==> config.mk <==
export PLATFORM = sky130hd
export DESIGN_NAME = ctrl_mode_detect
export DESIGN_NICKNAME = d
export VERILOG_FILES = /design/src/rtl/ctrl_mode_pkg.sv /design/src/rtl/cmd_tick_counter.sv /design/src/rtl/cmd_mode_fsm.sv /design/src/rtl/ctrl_mode_detect.sv
export SDC_FILE = /design/constraint.sdc
export NUM_CORES = 1
export LEC_CHECK = 0
export ABC_CLOCK_PERIOD_IN_PS = 1800
export BUFFER_PORTS_ARGS = -buffer_cell sky130_fd_sc_hd__buf_2
export CAP_MARGIN = 20
export CORE_AREA = 2 2 63 65
export DETAILED_ROUTE_END_ITERATION = 16
export DIE_AREA = 0 0 65 67
export PLACE_DENSITY = 0.57
export RECOVER_POWER = 50
export SYNTH_ARGS = -nofsm -noshare
export SYNTH_HDL_FRONTEND = slang
export SYNTH_SLANG_ARGS = --single-unit
==> constraint.sdc <==
create_clock -name clk -period 1.8 [get_ports clk]
set_clock_uncertainty 0.05 [all_clocks]
set_input_delay 0.36 -clock clk [delete_from_list [all_inputs] [get_ports clk]]
set_output_delay 0.36 -clock clk [all_outputs]
set_load 0.01 [all_outputs]
==> src/rtl/ctrl_mode_pkg.sv <==
package ctrl_mode_pkg;
    typedef enum logic [2:0] {
        ST_OFF     = 3'd0,
        ST_HOLD    = 3'd1,
        ST_ARMED   = 3'd2,
        ST_MEASURE = 3'd3,
        ST_DUTY    = 3'd4,
        ST_WIRE    = 3'd5
    } cmd_state_e;
endpackage

==> src/rtl/cmd_tick_counter.sv <==
module cmd_tick_counter #(
    parameter int unsigned MAXV = 1000,
    parameter int unsigned W    = 10
) (
    input  logic         clk,
    input  logic         rst_n,
    input  logic         clr_i,
    input  logic         tick_i,
    output logic [W-1:0] cnt_o
);
    localparam logic [W-1:0] LIMIT = W'(MAXV);

    always_ff @(posedge clk or negedge rst_n) begin
        if (!rst_n) begin
            cnt_o <= '0;
        end else if (clr_i) begin
            cnt_o <= '0;
        end else if (tick_i && (cnt_o != LIMIT)) begin
            cnt_o <= cnt_o + 1'b1;
        end
    end
endmodule

==> src/rtl/cmd_mode_fsm.sv <==
module cmd_mode_fsm
    import ctrl_mode_pkg::*;
#(
    parameter int unsigned DELAY_US  = 100,
    parameter int unsigned DETECT_US = 260,
    parameter int unsigned WINDOW_US = 1000,
    parameter int unsigned SHUT_US   = 2500,
    parameter int unsigned WW        = 10,
    parameter int unsigned LW        = 12
) (
    input  logic          clk,
    input  logic          rst_n,
    input  logic          line_i,
    input  logic [WW-1:0] win_cnt_i,
    input  logic [LW-1:0] low_cnt_i,
    output logic          off_o,
    output logic          enabled_o,
    output logic          mode_1w_o,
    output logic          shutdown_o
);
    localparam logic [WW-1:0] DELAY_C  = WW'(DELAY_US);
    localparam logic [WW-1:0] WINDOW_C = WW'(WINDOW_US);
    localparam logic [LW-1:0] DETECT_C = LW'(DETECT_US);
    localparam logic [LW-1:0] SHUT_C   = LW'(SHUT_US);

    cmd_state_e st_q, st_d;
    logic       shut_hit, shut_q;
    logic       win_over;

    assign win_over = (win_cnt_i >= WINDOW_C);

    always_comb begin
        st_d     = st_q;
        shut_hit = 1'b0;
        if ((st_q != ST_OFF) && !line_i && (low_cnt_i > SHUT_C)) begin
            st_d     = ST_OFF;
            shut_hit = 1'b1;
        end else begin
            unique case (st_q)
                ST_OFF: begin
                    if (line_i) st_d = ST_HOLD;
                end
                ST_HOLD: begin
                    if (!line_i)                     st_d = ST_DUTY;
                    else if (win_cnt_i >= DELAY_C)   st_d = ST_ARMED;
                end
                ST_ARMED: begin
                    if (win_over)                    st_d = ST_DUTY;
                    else if (!line_i)                st_d = ST_MEASURE;
                end
                ST_MEASURE: begin
                    if (win_over)                    st_d = ST_DUTY;
                    else if (line_i)                 st_d = ST_ARMED;
                    else if (low_cnt_i > DETECT_C)   st_d = ST_WIRE;
                end
                ST_DUTY: st_d = ST_DUTY;
                ST_WIRE: st_d = ST_WIRE;
                default: st_d = ST_OFF;
            endcase
        end
    end

    always_ff @(posedge clk or negedge rst_n) begin
        if (!rst_n) begin
            st_q   <= ST_OFF;
            shut_q <= 1'b0;
        end else begin
            st_q   <= st_d;
            shut_q <= shut_hit;
        end
    end

    always_comb begin
        off_o      = (st_q == ST_OFF);
        enabled_o  = (st_q != ST_OFF);
        mode_1w_o  = (st_q == ST_WIRE);
        shutdown_o = shut_q;
    end
endmodule

==> src/rtl/ctrl_mode_detect.sv <==
module ctrl_mode_detect #(
    parameter int unsigned DELAY_US  = 100,
    parameter int unsigned DETECT_US = 260,
    parameter int unsigned WINDOW_US = 1000,
    parameter int unsigned SHUT_US   = 2500
) (
    input  logic clk,
    input  logic rst_n,
    input  logic line_i,
    input  logic tick_i,
    output logic enabled_o,
    output logic mode_1w_o,
    output logic shutdown_o
);
    localparam int unsigned WW = $clog2(WINDOW_US + 1);
    localparam int unsigned LW = $clog2(SHUT_US + 2);

    logic [WW-1:0] win_cnt;
    logic [LW-1:0] low_cnt;
    logic          off;

    cmd_tick_counter #(.MAXV(WINDOW_US), .W(WW)) u_win (
        .clk   (clk),
        .rst_n (rst_n),
        .clr_i (off),
        .tick_i(tick_i),
        .cnt_o (win_cnt)
    );

    cmd_tick_counter #(.MAXV(SHUT_US + 1), .W(LW)) u_low (
        .clk   (clk),
        .rst_n (rst_n),
        .clr_i (off | line_i),
        .tick_i(tick_i),
        .cnt_o (low_cnt)
    );

    cmd_mode_fsm #(
        .DELAY_US (DELAY_US),
        .DETECT_US(DETECT_US),
        .WINDOW_US(WINDOW_US),
        .SHUT_US  (SHUT_US),
        .WW       (WW),
        .LW       (LW)
    ) u_fsm (
        .clk       (clk),
        .rst_n     (rst_n),
        .line_i    (line_i),
        .win_cnt_i (win_cnt),
        .low_cnt_i (low_cnt),
        .off_o     (off),
        .enabled_o (enabled_o),
        .mode_1w_o (mode_1w_o),
        .shutdown_o(shutdown_o)
    );
endmodule

==> run summary, run 1 <==
* **area of all sequential standard cells** 650.6 um2
* **total number of yosys warnings** 0
* **Static Leak** 0.8142 nW
* **combined area of the multi-input logic cells** 817.0 um2
* **largest fanout on the critical path** 9
* **worst flop-to-flop path startpoint** u_low.cnt_o[1]$_DFFE_PN0P_
* **total routed wirelength** 2942 um
* **Unique masters post-synth** 36
* **clock tree from TritonCTS** yes
* **main flop type after synthesis** sky130_fd_sc_hd__dfrtp_1
* **wire length of the first global-routing pass** 5368 um
* **via count of the first global-routing pass** 1195
* **clk root buf** sky130_fd_sc_hd__clkbuf_8
* **layout overhead on the synthesized area** 17.58%
* **number of buffers inserted by port buffering** 6
* **Detail Route Antenna Nets** 0
* **number of standard cells in the layout, taps in and fillers out** 227
* **H-Tree Level Count** 1
* **dpl cells** 220
* **end-of-flow core utilization** 49.20%
* **FFs w/ async S/R, synth** 100.0%
* **die span in y** 67 um
* **setup repair after global routing missed its margin** yes
* **Slew headroom** 6.683%
* **post-synthesis sequential element count** 26
* **startpoint types** register
* **Remaining DRCs** 0
* **Diodes inserted** 0
* **final-report setup violation count** 0
* **clock net sink count** 26
* **post-synthesis net count** 171
* **max frequency** 0.5860 GHz
* **num rows** 22
* **CTS Hold Bufs** 0
* **largest voltage drop on the vdd net** 0.4573 mV
* **pin count of the biggest net entering global routing** 27
* **crit path capture** enabled_o
* **status** finished, final reports clean
* **layout cell share with drive strength beyond 1** 18.99%
* **total power draw** 1.902 mW
* **CP Launch Point** u_fsm.st_q[1]$_DFFE_PN0P_
* **global placement routability congestion** 0.7651
* **leading post-synthesis cells by cell area** sky130_fd_sc_hd__dfrtp_1 (43%), sky130_fd_sc_hd__xor2_1 (9.3%), sky130_fd_sc_hd__nor2_1 (7.2%)
* **power density over the cells** 1072 mW/mm2
* **Max-Cap Viols** 0
* **number of flops mapped to enable cells by yosys** 0
* **syn avg cell area** 9.314 um2
* **clock-pin slew reported for the worst setup and hold paths after clock tree synthesis** 0.10 ns
* **CP Class** register to output port
* **biggest cell delay along the critical path** 0.50 ns
* **largest area contributor in the synthesized netlist** sky130_fd_sc_hd__dfrtp_1
* **fill cell count** 352
* **area of the mapped netlist** 0.001509 mm2
* **worst hold path type** input port to asynchronous set/reset pin
* **instance count of the mapped netlist** 162
* **setup slack on the worst flop-to-flop path** 0.12 ns
* **total via count after detailed routing** 1182
* **maximum buffer depth of the clock tree** 2
* **detailed router's first-iteration violation count** 75
* **Worst Path Required** 1.39 ns
* **net count reported at finish** 189
* **final hold violation count** 0
* **global-route usage over all layers** 16.19%
* **initial antenna violation count** 0
* **number of search-and-repair iterations in the first detailed-routing pass** 4
* **Tightest Pin Transition** 1.400 ns
* **worst-case reg-to-reg path depth** 8
* **horizontal die dimension** 65 um
* **CP cell instances** nor3_2 -> inv_1 -> buf_2
* **critical path capture point type** output port
* **Slew Viols, Final** 0
* **Final min period** 1.707 ns
* **sum of net half-perimeters after detailed placement** 2096 um
* **Num CTS Buffers** 3
* **library cell contributing the largest single delay on the critical path** sky130_fd_sc_hd__dfrtp_1
* **Overflow after GRT** 0
* **average vias per placed instance** 5.207
* **final routed wire length divided by cell count** 12.96 um
* **data arrival time of the critical path** 1.30 ns
* **area inside the core boundary** 0.003606 mm2
* **die area** 0.004355 mm2
* **top cell type's share of synthesized area** 43.12%
* **clock insertion delay at the later pin of the skew report** 0.28 ns
* **Seq/Total Area, Yosys** 43.12%
* **ports placed on the boundary** 7
* **worst reg2reg endpoint** u_fsm.st_q[0]$_DFFE_PN0P_
* **Initial Utilization** 41.85%
* **fin crit share** 94.81%
==> worst min-delay path by stage <==
stage	startpoint	end	slack, ns	cells past startpoint
after floorplan	rst_n	u_fsm.shutdown_o$_DFF_PN0_	0.01	0
after global placement	rst_n	u_low.cnt_o[9]$_DFFE_PN0P_	0.34	1
after detailed placement	rst_n	u_low.cnt_o[9]$_DFFE_PN0P_	0.36	1
after CTS	rst_n	u_fsm.shutdown_o$_DFF_PN0_	0.04	1
after global routing	line_i	u_fsm.shutdown_o$_DFF_PN0_	0.38	4
final	rst_n	u_fsm.shutdown_o$_DFF_PN0_	0.34	1
==> critical path, delay by kind of cell (launching register included) <==
kind,cells,cell delay [ns]
buf+inv,2,0.24
flops,1,0.50
simple gates,1,0.28
==> flip-flops by register name, summed over array words and instances, names as in the netlist <==
signal / count
u_fsm.st_q: 3
u_fsm.shutdown_o: 1
u_win.cnt_o: 10
u_low.cnt_o: 12
==> synthesized netlist by cell type (2+ instances only) <==
master and instances:
sky130_fd_sc_hd__nand2_1 10, sky130_fd_sc_hd__inv_1 10, sky130_fd_sc_hd__nor3_2 2, sky130_fd_sc_hd__xnor2_1 5, sky130_fd_sc_hd__dfrtp_1 26, sky130_fd_sc_hd__xor2_1 16
sky130_fd_sc_hd__a21oi_1 6, sky130_fd_sc_hd__clkbuf_1 3, sky130_fd_sc_hd__and4_1 2, sky130_fd_sc_hd__nor3_1 4, sky130_fd_sc_hd__and3_1 5, sky130_fd_sc_hd__nor4_1 2
sky130_fd_sc_hd__and2_1 3, sky130_fd_sc_hd__nand4_1 10, sky130_fd_sc_hd__nor2_1 29, sky130_fd_sc_hd__buf_2 3, sky130_fd_sc_hd__ha_1 5, sky130_fd_sc_hd__nand3_1 3
==> cells by family after synthesis <==
group,count (synthesis),share of synthesized area (%)
AND/OR/NAND/NOR,76,26.70
flip-flops,26,43.12
XOR/XNOR,21,12.19
buffers and inverters,17,4.975
AO/OA/AOI/OAI,16,8.210
adder cells (fa/ha/maj),5,4.146
multiplexers,1,0.6634
==> metal layers <==
layer / track usage [%] / wire length [um] / vias up
li1: - / - / 588
met1: 21.98 / 1500 / 569
met2: 25.64 / 1309 / 20
met3: 2.196 / 80 / 5
met4: 7.181 / 53 / 0
met5: 0 / 0 / -
==> power breakdown <==
part | internal [mW] | switching, mW
combinational | 0.281 | 0.311
sequential | 0.669 | 0.151
clock | 0.298 | 0.192
total | 1.25 | 0.654
==> what timing repair did <==
| item | in CTS | in global routing |
|---|---|---|
| pin swaps | 1 | 5 |
| setup buffers | 2 | 1 |
| setup endpoints to repair | 14 | 15 |
| resized for setup | 1 | 5 |
==> metrics by stage <==
step                      hold slack (ns)  instance area, um2   TNS (ns)  worst slack (ns)
final                              0.3386                1774          0           0.09342
after global routing               0.3783                1774  -0.006103         -0.006103
after CTS                         0.04350                1737          0          0.003066
after detailed placement           0.3578                1644    -0.6710          -0.07269
after global placement             0.3358                1644    -0.4170          -0.05200
after floorplan                   0.01441                1510          0           0.05438
==> layout by cell type, fill, tap and decap left out, types with 2 or more instances in the layout <==
cell	instances
sky130_fd_sc_hd__a21oi_1	6
sky130_fd_sc_hd__and4_1	2
sky130_fd_sc_hd__buf_2	5
sky130_fd_sc_hd__nand4_1	10
sky130_fd_sc_hd__nand2_1	10
sky130_fd_sc_hd__nor3_1	3
sky130_fd_sc_hd__inv_1	10
sky130_fd_sc_hd__nand3_1	3
sky130_fd_sc_hd__nor4_1	2
sky130_fd_sc_hd__xnor2_1	5
sky130_fd_sc_hd__buf_4	13
sky130_fd_sc_hd__ha_1	5
sky130_fd_sc_hd__nor3_2	3
sky130_fd_sc_hd__clkbuf_8	3
sky130_fd_sc_hd__xor2_1	16
sky130_fd_sc_hd__and2_1	3
sky130_fd_sc_hd__dfrtp_1	26
sky130_fd_sc_hd__and3_1	5
sky130_fd_sc_hd__nor2_1	29
==> cell type report <==
type,instances,share of cell area [%]
inverter,10,2.116
clock inverter,1,1.693
timing repair buffer,20,7.757
tap,48,3.385
clock buffer,3,2.327
multi-input combinational,119,46.05
sequential,26,36.67
No activity file was read; power rests on OpenSTA's default activity.
==> run 2, diff against run 1 <==
Settings changed: BUFFER_PORTS_ARGS -buffer_cell sky130_fd_sc_hd__buf_2 to -buffer_cell sky130_fd_sc_hd__buf_4, CAP_MARGIN 20 to unset.
==> run 2 against run 1 <==
Net effect: via count fell by 3.0%; combinational power grew 9.3%; sequential share of layout area is 0.55 points higher; fmax is 1.2% higher; flip-flop and latch count did not move; largest power group unchanged; highest routed layer unchanged.
==> run summary, run 2 (synthesis results as in run 1) <==
* **power density over the cells** 1105 mW/mm2, was 1072 mW/mm2
* **routed metal-1 wire length** 1411 um, was 1500 um
* **clock insertion delay at the later pin of the skew report** 0.27 ns, was 0.28 ns
* **Num CTS Buffers** 3, unchanged
* **Top delay family on crit path** compound AO/OA/AOI/OAI gates, was flip-flops
* **commonest cells after routing, fill and taps aside** sky130_fd_sc_hd__nor2_1 (29), sky130_fd_sc_hd__dfrtp_1 (26), sky130_fd_sc_hd__xor2_1 (16), sky130_fd_sc_hd__buf_4 (11), was sky130_fd_sc_hd__nor2_1 (29), sky130_fd_sc_hd__dfrtp_1 (26), sky130_fd_sc_hd__xor2_1 (16), sky130_fd_sc_hd__buf_4 (13)
* **Tightest Pin Transition** 0.6368 ns, was 1.400 ns
* **net count reported at finish** 184, was 189
* **average vias per placed instance** 5.167, was 5.207
* **global placement routability congestion** 0.7905, was 0.7651
* **total power draw** 1.931 mW, was 1.902 mW
* **Overflow after GRT** 0, unchanged
* **setup repair after global routing missed its margin** yes, unchanged
* **layout cell share with drive strength beyond 1** 16.67%, was 18.99%
* **Bufs and invs on worst path** 1, was 2
* **num rows** 22, unchanged
* **fill cell count** 335, was 352
* **tightest hold margin** 0.3605 ns, was 0.3386 ns
* **pin count of the biggest net entering global routing** 27, unchanged
* **layout overhead on the synthesized area** 15.84%, was 17.58%
* **area inside the core boundary** 0.003606 mm2, unchanged
* **number of buffers inserted by port buffering** 6, unchanged
* **data arrival time of the critical path** 1.83 ns, was 1.30 ns
* **total length of routed met3 wires** 101 um, was 80 um
* **hold path start** line_i
* **Static Leak** 0.7823 nW, was 0.8142 nW
* **clock-pin slew reported for the worst setup and hold paths after clock tree synthesis** 0.09 ns, was 0.10 ns
* **biggest cell delay along the critical path** 0.38 ns, was 0.50 ns
* **wire length of the first global-routing pass** 5313 um, was 5368 um
* **detailed router's first-iteration violation count** 159, was 75
* **fin crit share** 93.66%, was 94.81%
* **worst hold path type** input port to register, was input port to asynchronous set/reset pin
* **largest fanout on the critical path** 3, was 9
* **critical path capture point type** register, was output port
* **global-route usage over all layers** 15.91%, was 16.19%
* **horizontal die dimension** 65 um, unchanged
* **Remaining DRCs** 0, unchanged
* **largest voltage drop on the vdd net** 0.6450 mV, was 0.4573 mV
* **Detail Route Antenna Nets** 0, unchanged
* **Initial Utilization** 41.85%, unchanged
* **H-Tree Level Count** 1, unchanged
* **CP cell instances** inv_1 -> ha_1 -> nand2b_1 -> a311oi_2 -> nor3_1 -> o22ai_2 -> mux2i_1, was nor3_2 -> inv_1 -> buf_2
* **final-report setup violation count** 0, unchanged
* **clock tree from TritonCTS** yes, unchanged
* **worst flop-to-flop path startpoint** u_low.cnt_o[0]$_DFFE_PN0P_, was u_low.cnt_o[1]$_DFFE_PN0P_
* **startpoint types** register, unchanged
* **status** finished, final reports clean, unchanged
* **dpl cells** 217, was 220
* **Final min period** 1.686 ns, was 1.707 ns
* **total via count after detailed routing** 1147, was 1182
* **total routed wirelength** 2899 um, was 2942 um
* **number of flip-flops in the largest register** 12, unchanged
* **most common cell after layout, fill and taps aside** sky130_fd_sc_hd__nor2_1, unchanged
* **CP Class** register to register, was register to output port
* **initial antenna violation count** 0, unchanged
* **via count of the first global-routing pass** 1168, was 1195
* **sum of net half-perimeters after detailed placement** 2044 um, was 2096 um
* **Slew Viols, Final** 0, unchanged
* **total negative setup slack** 0 ns, unchanged
* **setup slack on the worst flop-to-flop path** 0.11 ns, was 0.12 ns
* **number of standard cells in the layout, taps in and fillers out** 222, was 227
* **top layer reached by signal wires** met4, unchanged
* **count of buffers added by post-CTS timing repair for setup** 0, was 2
* **Regs by FF count** u_low.cnt_o (12), u_win.cnt_o (10), u_fsm.st_q (3), unchanged
* **Worst Path Required** 1.95 ns, was 1.39 ns
* **Diodes inserted** 0, unchanged
* **final hold violation count** 0, unchanged
* **library cell contributing the largest single delay on the critical path** sky130_fd_sc_hd__dfrtp_1, unchanged
* **maximum buffer depth of the clock tree** 2, unchanged
* **die area** 0.004355 mm2, unchanged
* **clk root buf** sky130_fd_sc_hd__clkbuf_8, unchanged
* **ports placed on the boundary** 7, unchanged
* **final routed wire length divided by cell count** 13.06 um, was 12.96 um
* **die span in y** 67 um, unchanged
* **number of search-and-repair iterations in the first detailed-routing pass** 4, unchanged
* **Most flops, register** u_low.cnt_o, unchanged
* **CP Launch Point** u_low.cnt_o[0]$_DFFE_PN0P_, was u_fsm.st_q[1]$_DFFE_PN0P_
* **Slew headroom** 57.54%, was 6.683%
* **metal2 WL** 1372 um, was 1309 um
* **clock net sink count** 26, unchanged
* **Max-Cap Viols** 0, unchanged
* **max frequency** 0.5932 GHz, was 0.5860 GHz
==> run 2: cell types whose count changed in the layout (fill, tap and decap cells not counted) <==
cell                            before  now
sky130_fd_sc_hd__nand2b_4            1    0
sky130_fd_sc_hd__nand2b_1            0    1
sky130_fd_sc_hd__inv_1              10    9
sky130_fd_sc_hd__dlygate4sd3_1       0    1
sky130_fd_sc_hd__inv_2               0    1
sky130_fd_sc_hd__buf_4              13   11
sky130_fd_sc_hd__buf_2               5    0
sky130_fd_sc_hd__nor4_1              2    1
sky130_fd_sc_hd__clkbuf_2            0    1
sky130_fd_sc_hd__nor4_2              0    1
==> run 2: power by group <==
part	switching, mW	internal [mW]
sequential	0.125	0.669
combinational	0.339	0.308
clock	0.191	0.298
==> run 2: repair_timing <==
item,CTS,global route
hold buffers,1,0
setup endpoints to repair,1,14
pin swaps,1,3
endpoints found under the hold margin,26,0
resized for setup,1,6
==> run 2: metrics by stage <==
| stage | utilization [%] | cell area [um2] | worst slack (ns) |
|---|---|---|---|
| 6_report | 48.47 | 1748 | 0.1141 |
| 5_1_grt | 48.47 | 1748 | -0.02569 |
| 4_1_cts | 47.81 | 1724 | 0.01393 |
| 3_5_place_dp | 45.39 | 1637 | 0.02328 |
| 3_3_place_gp | 45.39 | 1637 | 0.05039 |
| 2_1_floorplan | - | 1510 | 0.05438 |
==> run 2: worst paths after layout <==
path / endpoint / depth (start not counted)
min reg2reg: u_win.cnt_o[6]$_DFFE_PN0P_ / 2
min: u_fsm.shutdown_o$_DFF_PN0_ / 4
min in group asynchronous: u_low.cnt_o[7]$_DFFE_PN0P_ / 2
max reg2reg: u_fsm.st_q[0]$_DFFE_PN0P_ / 7
max in group asynchronous: u_fsm.shutdown_o$_DFF_PN0_ / 2
max: u_fsm.st_q[0]$_DFFE_PN0P_ / 7
==> run 2: layout make-up <==
class / count / area (um2) / area share [%]
sequential: 26 / 650.6 / 37.22
clock buffer: 3 / 41.29 / 2.362
multi-input combinational: 119 / 815.8 / 46.67
clock inverter: 1 / 30.03 / 1.718
timing repair buffer: 15 / 112.6 / 6.442
tap: 48 / 60.06 / 3.436
inverter: 10 / 37.54 / 2.147
==> run 2: metal layers <==
| layer | up-vias | global-route usage (%) |
|---|---|---|
| li1 | 576 | - |
| met1 | 559 | 20.82 |
| met3 | 2 | 4.223 |
| met4 | 0 | 3.723 |
| met5 | - | 0 |
| met2 | 10 | 26.16 |
==> run 2: worst reg2reg max path, delay by kind of cell (launching register included) <==
| family | cells | cell delay, ns |
|---|---|---|
| and+or+nand+nor | 2 | 0.26 |
| adders and majority gates | 1 | 0.18 |
| muxes | 1 | 0.22 |
| DFF | 1 | 0.38 |
| AOI/OAI and AO/OA | 2 | 0.47 |
| buffers and inverters | 1 | 0.06 |
